[src/rtl/dma_chan_pkg.sv]
package dma_chan_pkg;

    // Control fields; packing order gives bit 5 down to bit 0.
    typedef struct packed {
        logic dst_fwd;
        logic src_fwd;
        logic en;
        logic pend;
        logic rpt;
        logic byte_u;
    } ctrl_t;

    typedef struct packed {
        logic       ext;
        logic [3:0] code;
    } sel_t;

    localparam logic [3:0] CODE_PIN_FALL = 4'd0;
    localparam logic [3:0] CODE_SW       = 4'd1;
    localparam logic [3:0] CODE_HW_BASE  = 4'd2;
    localparam logic [3:0] CODE_SER0     = 4'd5;
    localparam logic [3:0] CODE_SER1     = 4'd6;
    localparam logic [3:0] CODE_PIN_BOTH = 4'd7;

endpackage

[src/rtl/dma_trig_sync.sv]
module dma_trig_sync #(
    parameter int W = 4
) (
    input  logic         clk,
    input  logic         rst_n,
    input  logic [W-1:0] trig_in,
    output logic [W-1:0] lvl,
    output logic [W-1:0] prv
);

    typedef struct packed {
        logic [W-1:0] s1;
        logic [W-1:0] s2;
        logic [W-1:0] s3;
    } sync_t;

    sync_t st_d, st_q;

    always_comb begin
        st_d    = st_q;
        st_d.s1 = trig_in;
        st_d.s2 = st_q.s1;
        st_d.s3 = st_q.s2;
    end

    always_ff @(posedge clk or negedge rst_n) begin
        if (!rst_n) st_q <= '0;
        else        st_q <= st_d;
    end

    assign lvl = st_q.s2;
    assign prv = st_q.s3;

endmodule

[src/rtl/dma_cause_mux.sv]
module dma_cause_mux
    import dma_chan_pkg::*;
#(
    parameter int NHW = 14
) (
    input  sel_t           sel,
    input  logic           pin_lvl,
    input  logic           pin_prv,
    input  logic [NHW-1:0] hw_lvl,
    input  logic [NHW-1:0] hw_prv,
    input  logic [1:0]     ser_lvl,
    input  logic [1:0]     ser_prv,
    output logic           hit
);

    logic [NHW-1:0] hw_rise;
    logic [1:0]     ser_rise;

    assign hw_rise  = hw_lvl & ~hw_prv;
    assign ser_rise = ser_lvl & ~ser_prv;

    always_comb begin
        hit = 1'b0;
        if (!sel.ext) begin
            if (sel.code == CODE_PIN_FALL) hit = pin_prv & ~pin_lvl;
            for (int i = 0; i < NHW; i++) begin
                if (sel.code == CODE_HW_BASE + 4'(i)) hit = hw_rise[i];
            end
        end else begin
            unique case (sel.code)
                CODE_PIN_BOTH: hit = pin_lvl ^ pin_prv;
                CODE_SER0:     hit = ser_rise[0];
                CODE_SER1:     hit = ser_rise[1];
                default:       hit = 1'b0;
            endcase
        end
    end

endmodule

[src/rtl/dma_chan.sv]
module dma_chan
    import dma_chan_pkg::*;
#(
    parameter int AW    = 16,
    parameter int CW    = 16,
    parameter int RDW   = 16,
    parameter int CODEW = 4,
    localparam int NHW  = (1 << CODEW) - 2,
    localparam int NTRG = NHW + 3
) (
    input  logic           clk,
    input  logic           rst_n,
    input  logic           reg_wr,
    input  logic [2:0]     reg_addr,
    input  logic [RDW-1:0] reg_wdata,
    output logic [RDW-1:0] reg_rdata,
    input  logic           ext_pin,
    input  logic [NHW-1:0] hw_trig,
    input  logic [1:0]     ser_trig,
    output logic           bus_req,
    output logic [AW-1:0]  bus_src,
    output logic [AW-1:0]  bus_dst,
    output logic           bus_byte,
    input  logic           bus_ack
);

    typedef struct packed {
        sel_t          sel;
        ctrl_t         ctrl;
        logic          busy;
        logic [AW-1:0] src_rl;
        logic [AW-1:0] dst_rl;
        logic [CW-1:0] cnt_rl;
        logic [AW-1:0] src;
        logic [AW-1:0] dst;
        logic [CW-1:0] cnt;
    } chan_t;

    chan_t st_d, st_q;

    logic [NTRG-1:0] t_lvl, t_prv;
    logic            hw_hit, sw_hit, set_evt, start, done;
    logic [AW-1:0]   step;
    logic [CW-1:0]   cnt_dec;

    dma_trig_sync #(.W(NTRG)) u_sync (
        .clk     (clk),
        .rst_n   (rst_n),
        .trig_in ({ser_trig, hw_trig, ext_pin}),
        .lvl     (t_lvl),
        .prv     (t_prv)
    );

    dma_cause_mux #(.NHW(NHW)) u_mux (
        .sel     (st_q.sel),
        .pin_lvl (t_lvl[0]),
        .pin_prv (t_prv[0]),
        .hw_lvl  (t_lvl[NHW:1]),
        .hw_prv  (t_prv[NHW:1]),
        .ser_lvl (t_lvl[NTRG-1:NHW+1]),
        .ser_prv (t_prv[NTRG-1:NHW+1]),
        .hit     (hw_hit)
    );

    assign sw_hit  = reg_wr && reg_addr == 3'd0 && reg_wdata[7] && !reg_wdata[6]
                     && reg_wdata[3:0] == CODE_SW;
    assign set_evt = hw_hit | sw_hit;
    assign start   = st_q.ctrl.en && st_q.ctrl.pend && !st_q.busy;
    assign done    = st_q.busy && bus_ack;
    assign step    = st_q.ctrl.byte_u ? AW'(1) : AW'(2);
    assign cnt_dec = st_q.cnt - CW'(1);

    always_comb begin
        st_d = st_q;
        if (reg_wr) begin
            unique case (reg_addr)
                3'd0: begin
                    st_d.sel.ext  = reg_wdata[6];
                    st_d.sel.code = reg_wdata[3:0];
                end
                3'd1: begin
                    st_d.ctrl.byte_u  = reg_wdata[0];
                    st_d.ctrl.rpt     = reg_wdata[1];
                    st_d.ctrl.pend    = st_q.ctrl.pend & reg_wdata[2];
                    st_d.ctrl.en      = reg_wdata[3];
                    st_d.ctrl.src_fwd = reg_wdata[4];
                    st_d.ctrl.dst_fwd = reg_wdata[5] & ~reg_wdata[4];
                end
                3'd2: begin
                    st_d.src_rl = reg_wdata[AW-1:0];
                    st_d.src    = reg_wdata[AW-1:0];
                end
                3'd3: begin
                    st_d.dst_rl = reg_wdata[AW-1:0];
                    st_d.dst    = reg_wdata[AW-1:0];
                end
                3'd4: begin
                    st_d.cnt_rl = reg_wdata[CW-1:0];
                    st_d.cnt    = reg_wdata[CW-1:0];
                end
                default: ;
            endcase
        end
        if (start) begin
            st_d.busy      = 1'b1;
            st_d.ctrl.pend = 1'b0;
        end
        if (done) begin
            st_d.busy = 1'b0;
            if (st_q.ctrl.src_fwd) st_d.src = st_q.src + step;
            if (st_q.ctrl.dst_fwd) st_d.dst = st_q.dst + step;
            st_d.cnt = cnt_dec;
            if (cnt_dec == '0) begin
                if (st_q.ctrl.rpt) begin
                    st_d.src = st_q.src_rl;
                    st_d.dst = st_q.dst_rl;
                    st_d.cnt = st_q.cnt_rl;
                end else begin
                    st_d.ctrl.en = 1'b0;
                end
            end
        end
        if (set_evt) st_d.ctrl.pend = 1'b1;
    end

    always_ff @(posedge clk or negedge rst_n) begin
        if (!rst_n) st_q <= '0;
        else        st_q <= st_d;
    end

    always_comb begin
        unique case (reg_addr)
            3'd0:    reg_rdata = RDW'({1'b0, st_q.sel.ext, 2'b00, st_q.sel.code});
            3'd1:    reg_rdata = RDW'({2'b00, st_q.ctrl});
            3'd2:    reg_rdata = RDW'(st_q.src_rl);
            3'd3:    reg_rdata = RDW'(st_q.dst_rl);
            3'd4:    reg_rdata = RDW'(st_q.cnt_rl);
            3'd5:    reg_rdata = RDW'(st_q.src);
            3'd6:    reg_rdata = RDW'(st_q.dst);
            default: reg_rdata = RDW'(st_q.cnt);
        endcase
    end

    assign bus_req  = st_q.busy;
    assign bus_src  = st_q.src;
    assign bus_dst  = st_q.dst;
    assign bus_byte = st_q.ctrl.byte_u;

    // the two forward bits are never both held
    a_r6_one_fixed: assert property (@(posedge clk) disable iff (!rst_n)
        !(st_q.ctrl.src_fwd && st_q.ctrl.dst_fwd));

    // a start with no new event leaves pending clear
    a_r8_pend_cleared: assert property (@(posedge clk) disable iff (!rst_n)
        (start && !set_evt) |=> !st_q.ctrl.pend);

    // a clearing write with no event leaves pending clear
    a_r5_sw_clear: assert property (@(posedge clk) disable iff (!rst_n)
        (reg_wr && reg_addr == 3'd1 && !reg_wdata[2] && !set_evt) |=> !st_q.ctrl.pend);

    // forward source address advances by the unit size
    a_r8_src_step: assert property (@(posedge clk) disable iff (!rst_n)
        (done && st_q.ctrl.src_fwd && st_q.cnt != CW'(1) && !reg_wr)
        |=> st_q.src == $past(st_q.src + step));

    // last unit in single mode turns the channel off
    a_r9_single_off: assert property (@(posedge clk) disable iff (!rst_n)
        (done && !st_q.ctrl.rpt && st_q.cnt == CW'(1)) |=> !st_q.ctrl.en);

    // last unit in repeat mode reloads the count
    a_r10_reload: assert property (@(posedge clk) disable iff (!rst_n)
        (done && st_q.ctrl.rpt && st_q.cnt == CW'(1) && !reg_wr)
        |=> (st_q.cnt == st_q.cnt_rl && st_q.ctrl.en));

    // a request only rises while enabled
    a_r11_no_start_off: assert property (@(posedge clk) disable iff (!rst_n)
        $rose(bus_req) |-> $past(st_q.ctrl.en));

endmodule

[config.mk]
export PLATFORM = sky130hd
export DESIGN_NAME = dma_chan
export DESIGN_NICKNAME = d
export VERILOG_FILES = /design/src/rtl/dma_chan_pkg.sv /design/src/rtl/dma_trig_sync.sv /design/src/rtl/dma_cause_mux.sv /design/src/rtl/dma_chan.sv
export SDC_FILE = /design/constraint.sdc
export NUM_CORES = 1
export LEC_CHECK = 0
export ABC_AREA = 1
export ABC_CLOCK_PERIOD_IN_PS = 2880
export BUFFER_PORTS_ARGS = -buffer_cell sky130_fd_sc_hd__buf_2
export CAP_MARGIN = 20
export CORE_UTILIZATION = 60
export DETAILED_ROUTE_END_ITERATION = 10
export PLACE_DENSITY_LB_ADDON = 0.12
export SLEW_MARGIN = 10
export SYNTH_ARGS = -nofsm -noshare
export SYNTH_HDL_FRONTEND = slang
export SYNTH_SLANG_ARGS = --single-unit
export TNS_END_PERCENT = 5
[constraint.sdc]
create_clock -name clk -period 2.88 [get_ports clk]
set_clock_uncertainty 0.05 [all_clocks]
set_input_delay 0.288 -clock clk [delete_from_list [all_inputs] [get_ports clk]]
set_output_delay 0.288 -clock clk [all_outputs]
set_load 0.005 [all_outputs]
**Word-level counts from Yosys, hierarchy flattened**

Cells that the tools add are included.

- Add/sub/neg operators: 3
- Eq/ne operators: 21
- Mux-type cells: 37
- Bitwise operators: 11
- Reduce and logical (&&, ||, !) cells: 24

Operators with widths:

| operator | count |
|---|---|
| 2-to-1 mux 48 bit | 4 |
| one-hot mux 16 bit (7 select lines) | 1 |
| 2-to-1 mux 16 bit | 5 |
| adder 16 x 2 -> 16 bit | 2 |
| equality test 4 bit (second input constant) | 8 |
| 2-to-1 mux 1 bit | 23 |
| equality test 4 x 3 -> 1 bit (second input constant) | 4 |
| zero test 16 bit | 1 |
| subtractor 16 x 1 -> 16 bit (second input constant) | 1 |
| bitwise AND 14 bit | 1 |
| NOT 14 bit | 1 |
| AND reduction 2 bit | 7 |
| equality test 3 bit (second input constant) | 3 |
| equality test 4 x 2 -> 1 bit (second input constant) | 2 |
| 2-to-1 mux 4 bit | 2 |
| logical AND 1 bit | 7 |
| equality test 3 x 2 -> 1 bit (second input constant) | 2 |
| nonzero test 2 bit | 3 |
| nonzero test 3 bit | 2 |
| equality test 4 x 1 -> 1 bit (second input constant) | 1 |
| zero test 4 bit | 1 |
| bitwise AND 1 bit | 3 |
| equality test 3 x 1 -> 1 bit (second input constant) | 1 |
| zero test 3 bit | 1 |
| other kinds (8) | 10 |

- Register bits: 159
- Input bits: 40

**Longest topological paths before layout**

- Depth after elaboration: 21
- Gate-level depth with buffers: 17

**By module**

From an unflattened synthesis, not the netlist that was laid out.

- Cells, all modules: 1377
- Area total of the unflattened synthesis: 9753.1 µm²

By module, submodules not included:

| module | times used | cells each | area an instance (µm²) | seq. area each (µm²) |
|---|---|---|---|---|
| dma_chan | 1 | 1239 | 8030.2 | 2702.6 |
| dma_trig_sync | 1 | 68 | 1403.8 | 1276.2 |
| dma_cause_mux | 1 | 70 | 319.1 | 0.0 |

**Least setup slack after synthesis**

Ideal clock, no wire load.

- Path kind: reg2reg
- Start point: register st_q[0] in the netlist's numbering
- End point: register st_q, in the netlist bus_src[9]
- Library setup time: 135 ps
- Arrival: 1941 ps
- Slack: 754 ps
- Stages on the path, launching flop included: 17
- Cell sequence: dfrtp_1 inv_2 ha_1 nand2_2 nor2_4 nand2_1 nand2_1 nand2_1 inv_2 nand2_1 nor2_1 nand3_4 buf_2 nand3_1 nand2_1 nand2_1 o21ai_0

RTL lines:

| item | line | RTL |
|---|---|---|
| start: declaration | dma_chan.sv:39 | `chan_t st_d, st_q;` |
| start signal: assignment | dma_chan.sv:128 | `else st_q <= st_d;` |

==> results.txt <==
For this run, design rule violations remaining after detail routing come to 0. The cell at the root of the clock tree is clkbuf_16. The run finished with clean final reports. Leaving out fill and tap cells, the most frequent cell in the layout is nand2_1. The average routed wire per standard cell came out at roughly 19 µm. The clock power share is between 20% and 30%.

The main combinational cell family by area after synthesis is simple AND/OR/NAND/NOR gates. The die footprint is between 15,000 and 20,000 µm². The maximum clock rate came out at roughly 0.38 GHz. The fraction of final layout cells with drive strength greater than 1 came out at approximately an eighth. Once layout is complete, the cells apart from fillers number about 1,600. Setup violations remaining at the end of the flow were counted as 0.

Counting I/O delays and the setup requirement, the final critical path takes 2630 ps. In the layout the commonest cells are 428 x nand2_1, 159 x dfrtp_1, 155 x o21ai_0, 144 x inv_1, 93 x nor2_1. The tool flagged a number of max-cap violations equal to 0.

The final critical-path setup slack is between 200 and 250 ps. Of the synthesized area, sequential elements account for 41.7%. The average size of a mapped cell is 7.10 µm². The synthesized netlist devotes 16.8% of its cell area to compound gates. The final critical path takes up between 90% and 100% of the cycle.

The final-report max-slew violation count is 0. Setup repair after global routing left no endpoint under its margin. The count of routing violations after the opening detailed-route iteration came out at 1,290. The I/O pin count is 90. The leakage dissipation is about 5.2 nW. The area share of fa/ha/maj cells after synthesis is 1.34%. The transition time of the tightest slew-check pin came out at around 830 ps. The tightest min-delay check is of the input port to flop type. Summing over every cut layer, the via total after detailed routing is approximately 9,600.

The signed area change from the synthesized netlist to the final layout is 13.0%. The share of total power in sequential cells came out at a little over a third. The via density per instance came out at 5.90. The number of search-and-repair iterations in the first detailed-routing pass is 6.

The number of core rows is 45. After synthesis, the share of cell area in mux cells is 0%. The number of global-route vias before repair came out at approximately 8,500.

The cell area after synthesis is between 9000 and 10,000 µm². The number of setup buffers added after CTS is 0. The remaining number of nets flagged by the antenna check after routing is 0. The fraction of power consumed by combinational cells is around 40%.

The pin count of the biggest net entering global routing is 67. The fraction of power spent switching nets came out at 44.5%. The total global-route track usage came out at a little under two fifths.

The power density relative to cell area came out at 883 nW/µm². The number of nets handed over by synthesis was around 1,400. The core area is between 15,000 and 20,000 µm². The fill cell instance count of the final layout is 1,271. The total grt overflow came out at 0. Counting tap cells, the placed design contains a total of 1,580 instances. Clock-pin slew was measured on the worst setup and hold paths at ~70 ps. The detailed placement HPWL is 21,500 µm.

The distinct cell type count after synthesis is 44. The initial antenna violation count came to 0. The width of the die came out at between 100 and 150 µm.

The number of clock sinks seen by CTS came out at 159. The number of failing hold endpoints at the final stage is 0. Data on the critical path arrives at its endpoint at about 2900 ps. During synthesis, Yosys emitted a total of 0 warnings.

The internal portion of the total power is ~5.3 mW. The cell count after synthesis is approximately 1,300. The number of nets at the end of the flow came out at 1,455. For the worst-skew pair, the clock arrives at the later sink with an insertion delay of about 440 ps.

The startpoint identified for the worst hold timing path is reg_wdata[13]. The first-pass GRT wire length is approximately 47,000 µm. Buffers inserted to repair hold after CTS numbered 18. The die extent in y is between 100 and 150 µm.

The kind of start point of the critical path is a flop. The placement-stage worst setup slack is 297 ps. CTS built an H-tree with a depth of 4. STA classifies the critical path endpoint as a flop. The post-cts resize count is 0.

The starting utilization of the core area came out at between 60% and 70%. The worst-case IR drop observed on VDD is ~0.54 mV. The worst pin sits at a relative slew slack of 44.8%. Of the total synthesized cell area, the portion taken by AND, OR, NAND and NOR gates is roughly 28%. The start point of the critical path is bus_byte. The synthesized-area fraction occupied by xor and xnor cells came out at under 10%. TritonCTS built the clock tree. The clock buffer count from CTS came out at 17. By startpoint and endpoint, the worst setup path is classified as flop to flop. The power spent charging and discharging nets came out at 4.23 mW. The placer congestion estimate came out at 0.945. In this run the critical register-to-register path is launched from bus_byte. The final setup TNS is 0 ps. The clock tree buffer depth is 2. The maximum fanout along the worst path came out at 6. The number of buffers added on ports is between 80 and 90. The sum of routed wire length over all layers is 30,200 µm. The register bit count reported by yosys is around 160. The count of inserted antenna diode cells is 0.

The data required time at the worst endpoint is 3150 ps.
per-layer routing:
metal,vias up,global-route usage (%),routed length [µm]
li1,4471,-,-
met2,616,56.3,13300
met4,0,12.7,747
met1,4470,56.5,12600
met3,66,6.97,3640
met5,-,0,0
per-stage QoR:
stage / util [%] / power (mW) / hold slack (ps) / cell area, µm²
after floorplan: - / 6.05 / -57.6 / 9530
after global placement: 65.0 / 7.05 / 258 / 10000
after detailed placement: 65.0 / 7.11 / 257 / 10000
after CTS: 70.1 / 9.41 / 36.3 / 10800
after global routing: 70.1 / 10.1 / 57.2 / 10800
final: 70.1 / 9.51 / 39.5 / 10800
worst max-delay path, cell delays in order (launching register included):
cell and delay, ps:
dfrtp_1 430, inv_1 250, fa_1 320, nand2_1 120, nor2_1 300, nand2_1 120
nor2_1 250, nand3_1 110, nand2_1 70, nand3_1 60, o21a_1 130, nand2_1 60
nand2_1 50, nand2_1 50, nand2_1 40, nand2_1 50, nand2_1 60
sequential cells by signal, indices dropped and copies added, names as in the netlist:
signal,flops
bus_src,16
st_q,74
bus_dst,16
u_sync.prv,17
bus_byte,1
u_sync.lvl,17
u_sync.st_d,17
bus_req,1
kinds of logic (layout without fill, tap and decap cells):
family,count (synthesis),count (layout)
flops,159,159
compound gates,283,283
simple gates,642,642
fa+ha+maj,9,9
xor+xnor,10,10
buf+inv,240,316
power by group through the flow:
stage / clock (mW) / sequential [mW] / combinational [mW]
detailed placement: 0 / 3.42 / 3.68
global route: 2.39 / 3.47 / 4.25
floorplan: 0 / 3.18 / 2.87
finish: 2.27 / 3.42 / 3.82
CTS: 2.28 / 3.39 / 3.74
global placement: 0 / 3.42 / 3.63
worst paths after layout:
check	endpoint	slack [ps]	depth (start not counted)
max in group asynchronous	bus_src[15]	1540	3
hold reg to reg	u_sync.lvl[7]	300	0
hold / removal	st_q[61]	40	3
min in group asynchronous	u_sync.st_d[25]	340	2
setup reg to reg	bus_src[14]	250	16
setup / recovery	bus_src[14]	250	16
cells in the mapped netlist (all sizes together):
| library cell | instances | area share [%] |
|---|---|---|
| o221ai | 9 | 0.83 |
| a22oi | 1 | 0.079 |
| clkinv | 3 | 0.13 |
| a211oi | 1 | 0.079 |
| o32ai | 1 | 0.092 |
| clkbuf | 31 | 1.2 |
| o21a | 4 | 0.32 |
| fa | 2 | 0.42 |
| o211ai | 5 | 0.39 |
| nand3 | 75 | 4.1 |
| a221oi | 13 | 1.2 |
| and2 | 2 | 0.13 |
| nor3b | 2 | 0.16 |
| ha | 7 | 0.92 |
| nor3 | 18 | 1.1 |
| nand4 | 11 | 0.72 |
| o21ai | 165 | 8.7 |
| nand2 | 430 | 17 |
| inv | 149 | 5.9 |
| buf | 57 | 4.0 |
| o22ai | 36 | 2.4 |
| xnor2 | 2 | 0.18 |
| o21bai | 2 | 0.16 |
| a31oi | 10 | 0.66 |
| or2 | 4 | 0.26 |
| dfrtp | 159 | 42 |
| xor2 | 8 | 0.89 |
| a21o | 2 | 0.16 |
| a21oi | 33 | 1.7 |
| nor2 | 100 | 4.3 |
| o221a | 1 | 0.12 |
layout make-up:
type	count	area, µm²	share of cell area, %
sequential	159	3980	36.9
clock inverter	14	163	1.51
multi-input combinational	944	4480	41.6
timing repair buffer	132	882	8.19
inverter	152	572	5.31
clock buffer	18	429	3.98
tap	211	264	2.45
(Power assumes the default switching activity.)
